===== src/rtl/bwd_pkg.sv =====
package bwd_pkg;
  localparam int AW     = 64;
  localparam int HW     = 32;
  localparam int IO_SH  = 12;
  localparam int MEM_SH = 20;
  localparam int IO_FW  = HW - IO_SH;
  localparam int MEM_FW = HW - MEM_SH;
  localparam int PF_FW  = AW - MEM_SH;
  localparam int SEL_W  = 4;

  localparam logic [3:0] CMD_SPECIAL = 4'b0001;
  localparam logic [3:0] CMD_IO_RD   = 4'b0010;
  localparam logic [3:0] CMD_IO_WR   = 4'b0011;
  localparam logic [3:0] CMD_MEM_RD  = 4'b0110;
  localparam logic [3:0] CMD_MEM_WR  = 4'b0111;
  localparam logic [3:0] CMD_MEM_RDM = 4'b1100;
  localparam logic [3:0] CMD_DUAL    = 4'b1101;
  localparam logic [3:0] CMD_MEM_RDL = 4'b1110;
  localparam logic [3:0] CMD_MEM_WRI = 4'b1111;

  typedef struct packed {
    logic [IO_FW-1:0]  io_base;
    logic [IO_FW-1:0]  io_limit;
    logic [MEM_FW-1:0] mem_base;
    logic [MEM_FW-1:0] mem_limit;
    logic [PF_FW-1:0]  pf_base;
    logic [PF_FW-1:0]  pf_limit;
    logic [MEM_FW-1:0] opq_base;
    logic [MEM_FW-1:0] opq_limit;
    logic              vga_en;
    logic              pal_en;
    logic              opq_en;
  } win_cfg_t;

  // key within [base, limit]; an inverted pair matches nothing
  function automatic logic span_hit(input logic [PF_FW-1:0] key,
                                    input logic [PF_FW-1:0] base,
                                    input logic [PF_FW-1:0] limit);
    return (base <= limit) && (key >= base) && (key <= limit);
  endfunction

  function automatic logic in_range(input logic [HW-1:0] a,
                                    input logic [HW-1:0] lo,
                                    input logic [HW-1:0] hi);
    return (a >= lo) && (a <= hi);
  endfunction

  function automatic logic is_io_cmd(input logic [3:0] c);
    return (c == CMD_IO_RD) || (c == CMD_IO_WR);
  endfunction

  function automatic logic is_mem_cmd(input logic [3:0] c);
    return (c == CMD_MEM_RD) || (c == CMD_MEM_WR) || (c == CMD_MEM_RDM) ||
           (c == CMD_MEM_RDL) || (c == CMD_MEM_WRI);
  endfunction
endpackage


===== src/rtl/bwd_cfg_regs.sv =====
module bwd_cfg_regs
  import bwd_pkg::*;
(
  input  logic             clk,
  input  logic             rst_n,
  input  logic             we,
  input  logic [SEL_W-1:0] sel,
  input  logic [HW-1:0]    wdata,
  output win_cfg_t         cfg
);
  always_ff @(posedge clk or negedge rst_n) begin
    if (!rst_n) begin
      cfg.io_base   <= '1;
      cfg.io_limit  <= '0;
      cfg.mem_base  <= '1;
      cfg.mem_limit <= '0;
      cfg.pf_base   <= '1;
      cfg.pf_limit  <= '0;
      cfg.opq_base  <= '1;
      cfg.opq_limit <= '0;
      cfg.vga_en    <= 1'b0;
      cfg.pal_en    <= 1'b0;
      cfg.opq_en    <= 1'b0;
    end else if (we) begin
      case (sel)
        4'd0:  cfg.io_base   <= wdata[IO_FW-1:0];
        4'd1:  cfg.io_limit  <= wdata[IO_FW-1:0];
        4'd2:  cfg.mem_base  <= wdata[MEM_FW-1:0];
        4'd3:  cfg.mem_limit <= wdata[MEM_FW-1:0];
        4'd4:  cfg.pf_base[MEM_FW-1:0]      <= wdata[MEM_FW-1:0];
        4'd5:  cfg.pf_base[PF_FW-1:MEM_FW]  <= wdata;
        4'd6:  cfg.pf_limit[MEM_FW-1:0]     <= wdata[MEM_FW-1:0];
        4'd7:  cfg.pf_limit[PF_FW-1:MEM_FW] <= wdata;
        4'd8:  begin
          cfg.vga_en <= wdata[0];
          cfg.pal_en <= wdata[1];
          cfg.opq_en <= wdata[2];
        end
        4'd9:  cfg.opq_base  <= wdata[MEM_FW-1:0];
        4'd10: cfg.opq_limit <= wdata[MEM_FW-1:0];
        default: ;
      endcase
    end
  end
endmodule


===== src/rtl/bwd_phase_capture.sv =====
module bwd_phase_capture
  import bwd_pkg::*;
(
  input  logic          clk,
  input  logic          rst_n,
  input  logic          valid,
  input  logic [HW-1:0] addr,
  input  logic [3:0]    cmd,
  input  logic          side,
  output logic          dac_first,
  output logic          decide,
  output logic [AW-1:0] full_addr,
  output logic          eff_side
);
  logic          pend_q;
  logic [HW-1:0] lo_q;
  logic          side_q;

  assign dac_first = valid && !pend_q && (cmd == CMD_DUAL);
  assign decide    = valid && !dac_first;
  assign full_addr = pend_q ? {addr, lo_q} : {{(AW-HW){1'b0}}, addr};
  assign eff_side  = pend_q ? side_q : side;

  always_ff @(posedge clk or negedge rst_n) begin
    if (!rst_n) begin
      pend_q <= 1'b0;
      lo_q   <= '0;
      side_q <= 1'b0;
    end else if (dac_first) begin
      pend_q <= 1'b1;
      lo_q   <= addr;
      side_q <= side;
    end else if (decide) begin
      pend_q <= 1'b0;
    end
  end
endmodule


===== src/rtl/bwd_match.sv =====
module bwd_match
  import bwd_pkg::*;
(
  input  win_cfg_t      cfg,
  input  logic [AW-1:0] a,
  input  logic [3:0]    cmd,
  input  logic          up,
  output logic          cmd_io,
  output logic          cmd_mem,
  output logic          opq_mem,
  output logic          claim,
  output logic          snoop
);
  logic          hi_zero;
  logic [HW-1:0] lo;
  logic io_hit, mem_hit, pf_hit, opq_hit, vga_io, vga_mem, pal_hit;
  logic dn_space, fwd;

  assign lo      = a[HW-1:0];
  assign hi_zero = (a[AW-1:HW] == '0);
  assign cmd_io  = is_io_cmd(cmd);
  assign cmd_mem = is_mem_cmd(cmd);

  assign io_hit  = hi_zero && span_hit(PF_FW'(a[HW-1:IO_SH]),
                                       PF_FW'(cfg.io_base), PF_FW'(cfg.io_limit));
  assign mem_hit = hi_zero && span_hit(PF_FW'(a[HW-1:MEM_SH]),
                                       PF_FW'(cfg.mem_base), PF_FW'(cfg.mem_limit));
  assign pf_hit  = span_hit(a[AW-1:MEM_SH], cfg.pf_base, cfg.pf_limit);
  assign opq_hit = cfg.opq_en && hi_zero &&
                   span_hit(PF_FW'(a[HW-1:MEM_SH]),
                            PF_FW'(cfg.opq_base), PF_FW'(cfg.opq_limit));

  assign vga_io  = cfg.vga_en && hi_zero &&
                   (in_range(lo, 32'h3B0, 32'h3BB) || in_range(lo, 32'h3C0, 32'h3DF));
  assign vga_mem = cfg.vga_en && hi_zero && in_range(lo, 32'hA0000, 32'hBFFFF);
  assign pal_hit = cfg.pal_en && hi_zero && (cmd == CMD_IO_WR) &&
                   ((lo == 32'h3C6) || (lo == 32'h3C8) || (lo == 32'h3C9));

  assign dn_space = cmd_io ? (io_hit || vga_io) : (mem_hit || pf_hit || vga_mem);
  assign fwd      = (cmd_io || cmd_mem) && (up ? !dn_space : dn_space);
  assign opq_mem  = cmd_mem && opq_hit;
  assign claim    = fwd && !opq_mem;
  assign snoop    = !up && pal_hit && !claim;
endmodule


===== src/rtl/bridge_window_decoder.sv =====
module bridge_window_decoder
  import bwd_pkg::*;
(
  input  logic             clk,
  input  logic             rst_n,
  input  logic             phase_valid,
  input  logic [HW-1:0]    phase_addr,
  input  logic [3:0]       phase_cmd,
  input  logic             from_secondary,
  input  logic             cfg_we,
  input  logic [SEL_W-1:0] cfg_sel,
  input  logic [HW-1:0]    cfg_wdata,
  output logic             claim_valid,
  output logic             claim,
  output logic             snoop,
  output logic             dir_up
);
  win_cfg_t      cfg;
  logic          dac_first, decide, eff_side;
  logic [AW-1:0] full_addr;
  logic          cmd_io, cmd_mem, opq_mem, nxt_claim, nxt_snoop;

  bwd_cfg_regs u_regs (
    .clk(clk), .rst_n(rst_n), .we(cfg_we), .sel(cfg_sel),
    .wdata(cfg_wdata), .cfg(cfg)
  );

  bwd_phase_capture u_cap (
    .clk(clk), .rst_n(rst_n), .valid(phase_valid), .addr(phase_addr),
    .cmd(phase_cmd), .side(from_secondary), .dac_first(dac_first),
    .decide(decide), .full_addr(full_addr), .eff_side(eff_side)
  );

  bwd_match u_match (
    .cfg(cfg), .a(full_addr), .cmd(phase_cmd), .up(eff_side),
    .cmd_io(cmd_io), .cmd_mem(cmd_mem), .opq_mem(opq_mem),
    .claim(nxt_claim), .snoop(nxt_snoop)
  );

  always_ff @(posedge clk or negedge rst_n) begin
    if (!rst_n) begin
      claim_valid <= 1'b0;
      claim       <= 1'b0;
      snoop       <= 1'b0;
      dir_up      <= 1'b0;
    end else begin
      claim_valid <= decide;
      claim       <= decide && nxt_claim;
      snoop       <= decide && nxt_snoop;
      dir_up      <= decide && eff_side;
    end
  end
endmodule



===== config.mk =====
export PLATFORM = sky130hd
export DESIGN_NAME = bridge_window_decoder
export DESIGN_NICKNAME = d
export VERILOG_FILES = /design/src/rtl/bwd_pkg.sv /design/src/rtl/bwd_cfg_regs.sv /design/src/rtl/bwd_phase_capture.sv /design/src/rtl/bwd_match.sv /design/src/rtl/bridge_window_decoder.sv
export SDC_FILE = /design/constraint.sdc
export NUM_CORES = 1
export LEC_CHECK = 0
export ABC_AREA = 1
export ABC_CLOCK_PERIOD_IN_PS = 2700
export BUFFER_PORTS_ARGS = -buffer_cell sky130_fd_sc_hd__buf_2
export CAP_MARGIN = 20
export CORE_AREA = 3 3 215 217
export DETAILED_ROUTE_END_ITERATION = 8
export DIE_AREA = 0 0 218 220
export GPL_ROUTABILITY_DRIVEN = 0
export MAX_ROUTING_LAYER = met4
export RECOVER_POWER = 50
export SKIP_CTS_REPAIR_TIMING = 1
export SYNTH_ARGS = -nofsm -noshare
export SYNTH_HDL_FRONTEND = slang
export SYNTH_SLANG_ARGS = --single-unit

===== constraint.sdc =====
create_clock -name clk -period 2.7 [get_ports clk]
set_input_delay 0 -clock clk [delete_from_list [all_inputs] [get_ports clk]]
set_output_delay 0 -clock clk [all_outputs]
set_load 0.01 [all_outputs]

==> Yosys cells after proc, flatten, opt, wreduce, memory -nomap -nowiden <==
Index checks and enable logic that the tools add are counted.
{ "classes": {"muxes": 6, "order_cmp": 18, "n_eq_ne": 21, "reduce_logical": 64} }
{ "ops": {"columns": ["cell", "count"], "rows": [
  ["== test 32 x 10 -> 1 bit, second input constant", 3],
  ["<= comparator 44 bit", 2],
  ["greater-or-equal comparator 32 x 10 -> 1 bit, second input constant", 2],
  ["<= comparator 32 x 10 -> 1 bit, second input constant", 2],
  ["2-to-1 mux 64 bit", 1],
  ["<= comparator 12 bit", 4],
  ["greater-or-equal comparator 44 bit", 1],
  ["<= comparator 20 bit", 2],
  ["greater-or-equal comparator 32 x 20 -> 1 bit, second input constant", 1],
  ["<= comparator 32 x 20 -> 1 bit, second input constant", 1],
  ["logical AND 1 bit", 32],
  ["logical NOT 32 bit", 1],
  ["== test 4 bit, second input constant", 7],
  ["== test 4 x 3 -> 1 bit, second input constant", 6],
  ["greater-or-equal comparator 12 bit", 2],
  ["AND reduction 2 bit", 11],
  ["greater-or-equal comparator 20 bit", 1],
  ["== test 4 x 2 -> 1 bit, second input constant", 4],
  ["logical OR 1 bit", 12],
  ["logical NOT 1 bit", 6],
  ["2-to-1 mux 1 bit", 5],
  ["== test 4 x 1 -> 1 bit, second input constant", 1],
  ["logical NOT 4 bit", 1],
  ["nonzero test 2 bit", 1]
]} }
{ "totals": {"out_inout_bits": 4, "wordCells": 129, "ff_bits": 217, "input_bits": 77} }

==> Longest topological paths before layout <==
{ "logic_depth": {"word_depth": 15, "mapped_depth": 24, "ltp_nobuf": 22} }

==> Hierarchy <==
From an unflattened synthesis, not the netlist that was laid out.
{ "unflattened": {"cells_unflattened": 2311, "hier_area_um2": 16732.3} }
{ "by_module_without_submodules": {"columns": ["mod", "seq_area_each_um2", "instances", "cells_each", "area_per_inst_um2"], "rows": [
  ["bwd_cfg_regs", 4589.4, 1, 810, 7283.2],
  ["bwd_match", 0.0, 1, 1163, 7238.2],
  ["bwd_phase_capture", 850.8, 1, 328, 2088.3],
  ["bridge_window_decoder", 100.1, 1, 10, 122.6]
]} }

==> Worst setup path after synthesis <==
OpenSTA, ideal clock, no wires.
{ "synth_timing": {"path_type": "register to register", "from": "register u_cap.pend_q", "to": "register snoop", "arrival_ns": 2.524, "slack_ns": 0.063, "path_buffers": 2, "setup_time_ns": 0.113, "synth_period_minus_slack_ns": 2.637, "stages_incl_launch_ff": 23, "t_required_ns": 2.587, "cell_sequence": "dfrtp_1 > buf_6 > buf_6 > o21ai_0 > ha_1 > nand2_1 > inv_1 > nand2_1 > nand2_1 > nand2_1 > nand2_1 > nor2_1 > nor2_1 > nor2_1 > nand2_1 > nand2_1 > nand3_1 > nand2_1 > nand2_1 > nand2_1 > nand3_2 > nand2_1 > inv_1"} }
{ "synth_between": {"elab_chain_cells": 15, "elab_cells_between_ends": 64, "cone_classes": "order compare (14); eq/ne (3); mux (4); reduce/logical (43)"} }
{ "synth_lines": {"columns": ["element", "line_no", "source"], "rows": [
  ["start: declaration", "bwd_phase_capture.sv:15", "logic pend_q;"],
  ["start signal: assignment", "bwd_phase_capture.sv:26", "pend_q <= 1'b0;"],
  ["start signal: assignment", "bwd_phase_capture.sv:30", "pend_q <= 1'b1;"],
  ["start signal: assignment", "bwd_phase_capture.sv:34", "pend_q <= 1'b0;"],
  ["parallel branches: the longest is 14 deep, another holds greater-or-equal comparator 44 bit", null, null],
  ["logical AND 1 bit *", "bridge_window_decoder.sv:49", "snoop <= decide && nxt_snoop;"],
  ["end signal: assignment", "bridge_window_decoder.sv:49", null],
  ["end: declaration", "bridge_window_decoder.sv:15", "output logic snoop,"]
]} }
Mark *: on every way between the ends.
A chain may end at the register's enable or synchronous reset.

==> Worst setup path in the final report <==
Ends and elaborated chain as after synthesis.

==> impl_metrics.env <==
export IMPL_status="finished with violations"
export IMPL_violations="hold timing, capacitance limit, slew limit, setup timing"
export IMPL_grt_setup_unrepaired="true"
export IMPL_synth_fp_nets=2354
export IMPL_die_x_microns=218
export IMPL_layout_common_cells="nand2_1 (506), inv_1 (311), ha_1 (252), o21ai_0 (234), dfrtp_1 (128)"
export IMPL_hold_violations=2
export IMPL_first_pass_iters=5
export IMPL_fin_setup_tns_ns=-0.203
export IMPL_seq_area_frac_synth=0.356
export IMPL_start_util=0.351
export IMPL_drt_wirelength_per_cell_microns=16.8
export IMPL_avgSynthCellArea_sq_um=7.72
export IMPL_layout_nets=2610
export IMPL_place_area_sq_um=17300
export IMPL_cts_buffers=27
export IMPL_postLayoutSetupSlackWorst_ns=-0.119
export IMPL_hpwl_microns=36700
export IMPL_grt_max_degree=90
export IMPL_min_period_ns=2.82
export IMPL_synth_flop_cell="dfrtp_1"
export IMPL_setup_viol=2
export IMPL_fp_dieH_microns=220
export IMPL_crit_slowest_cell="dfrtp_4"
export IMPL_synthCells=2015
export IMPL_ir_drop_v=0.000523
export IMPL_whs_ns=-0.00498
export IMPL_rows=77
export IMPL_io_buffers=80
export IMPL_path_cells="clkbuf_16 -> nand2_1 -> o21ai_1 -> buf_4 -> buf_4 -> ha_1 -> inv_1 -> nor3_2 -> nor3_2 -> nand2_2 -> a21oi_2 -> nand2_1 -> nand3_2 -> nand2_2 -> nand3_1 -> nand3_2 -> nand2_2 -> inv_2"
export IMPL_arrival_ns=3.28
export IMPL_fin_area_sq_um=19600
export IMPL_syn_area_sq_um=15600
export IMPL_cp_common_cell="nand2_2"
export IMPL_clkTransAtPathRegs_ns=0.06
export IMPL_gr_usage_all_layers=0.202
export IMPL_antenna_found_initial=0
export IMPL_via_count=14198
export IMPL_cp_required_ns=3.16
export IMPL_drt_total_wl_microns=48500
export IMPL_clk_latency_ns=0.56
export IMPL_cts_buffer_depth=3
export IMPL_via_per_inst=4.92
export IMPL_clockRootBuffer="clkbuf_16"
export IMPL_fin_crit_sh=1.04
export IMPL_crit_buf_inv=5
export IMPL_worstSetupStartpointType="register"
export IMPL_slew_limit_headroom=-0.144
export IMPL_slew_violations=41
export IMPL_dp_cells=2735
export IMPL_final_core_util=0.443
export IMPL_final_common_cell="nand2_1"
export IMPL_cts_max_level=1
export IMPL_grt_overflow=0
export IMPL_n_antenna_cell=0
export IMPL_critical_path_max_stage_delay_ns=0.56
export IMPL_fill_cells=4357
export IMPL_grt_pass1_vias=13887
export IMPL_p_leak_nw=9.95
export IMPL_synth_cell_types=39
export IMPL_synth_top_area_cell="ha_1"
export IMPL_yosysWarnings=0
export IMPL_coreArea_sq_um=44300
export IMPL_skew_ns=0.0217
export IMPL_grt_pass1_wl_microns=75000
export IMPL_crit_type="reg2reg"
export IMPL_synth_edf_count=0
export IMPL_drive_above_1_share=0.196
export IMPL_antenna_left=0
export IMPL_synth_top_cell_area_share=0.211
export IMPL_path_max_fanout=8
export IMPL_synth_seq_cells=217
export IMPL_cts_tree="built"
export IMPL_worstMarginPinSlew_ns=1.72
export IMPL_design_portCount=81
export IMPL_dr_first_iter_drc_count=887
export IMPL_preCtsSetupSlack_ns=-0.339
export IMPL_power_density_nw_per_um2=666
export IMPL_post_layout_nonfiller_instances=2883
export IMPL_design_power_total_mw=13.1
export IMPL_synthTopCellsByArea="ha_1 (21%), dfrtp_1 (21%), dfstp_2 (15%), nand2_1 (13%), inv_1 (7.8%)"
export IMPL_hold_class="in2async"
export IMPL_cts_sinks=217
export IMPL_fp_dieArea_sq_um=48000
export IMPL_max_clock_freq_mhz=355
export IMPL_area_delta_synth_final_pct=26.2
export IMPL_critPathTopFamily="simple AND/OR/NAND/NOR gates"
export IMPL_drcViolationCount=0
export IMPL_critPathCaptureType="register"
export IMPL_synth_async_reset_ratio=1.00
export IMPL_drv_cap=1
==> cell usage after synthesis, types with 8 or more instances <==
cell type / count
nand2_1: 518
ha_1: 262
buf_6: 8
o21ai_0: 243
inv_1: 325
nor2_1: 94
o21ai_1: 8
nand3_1: 47
nor3_1: 22
a21oi_1: 120
dfstp_2: 88
inv_2: 8
clkbuf_1: 38
dfrtp_1: 129
nand4_1: 40
==> worst reg2reg max path, delay by kind of cell, from the launching register on <==
family	cells	cell delay (ns)
and+or+nand+nor	10	1.00
buffers and inverters	5	0.67
DFF	1	0.56
adders and majority gates	1	0.27
AOI/OAI and AO/OA	2	0.22
==> path summary, 6_finish.rpt <==
kind	to	from	depth (start not counted)	slack (ns)
min in group clk	claim	phase_cmd[2]	6	0
max	snoop	u_cap.pend_q	18	-0.12
max in group asynchronous	u_regs.cfg[123]	rst_n	3	0.80
min reg2reg	u_cap.lo_q[15]	u_cap.lo_q[15]	2	0.47
max reg2reg	snoop	u_cap.pend_q	18	-0.12
min	u_regs.cfg[62]	rst_n	2	-0.005
==> registers in the layout, summed over array words and instances, names as in the netlist <==
register	count
u_regs.cfg	179
u_cap.side_q	1
u_cap.lo_q	32
claim	1
u_cap.pend_q	1
dir_up	1
snoop	1
claim_valid	1
==> area by class of cell <==
class                   instances  area, sq um  area share
flip-flops and latches        217         5540       0.282
well taps                     592          741      0.0377
clock buffers                  36          779      0.0397
clock inverters                13          165     0.00841
inverters                     333         1250      0.0639
multi-input cells            1417         8930       0.455
repair buffers                275         2210       0.113
==> layer usage <==
metal	routed length, microns	global-route usage	share of wire	vias up
met2	23800	0.353	0.49	337
li1	-	-	-	7090
met5	0	-	0	-
met3	2110	0.0185	0.044	86
met4	1560	0.0581	0.032	0
met1	21000	0.250	0.43	6685
==> cell families (layout without fill, tap and decap cells) <==
kind of cell	after synthesis	count (layout)	share of synthesized area
AO/OA/AOI/OAI	398	398	0.133
buffers and inverters	381	657	0.0961
flip-flops	217	217	0.356
adder cells (fa/ha/maj)	262	262	0.211
AND/OR/NAND/NOR	752	752	0.201
multiplexers	5	5	0.00322
==> power by group <==
part / switching, mW / internal [mW]
Clock: 1.49 / 2.39
Sequential: 0.412 / 4.19
Combinational: 2.75 / 1.85
Power figures use the tool's default switching activity.
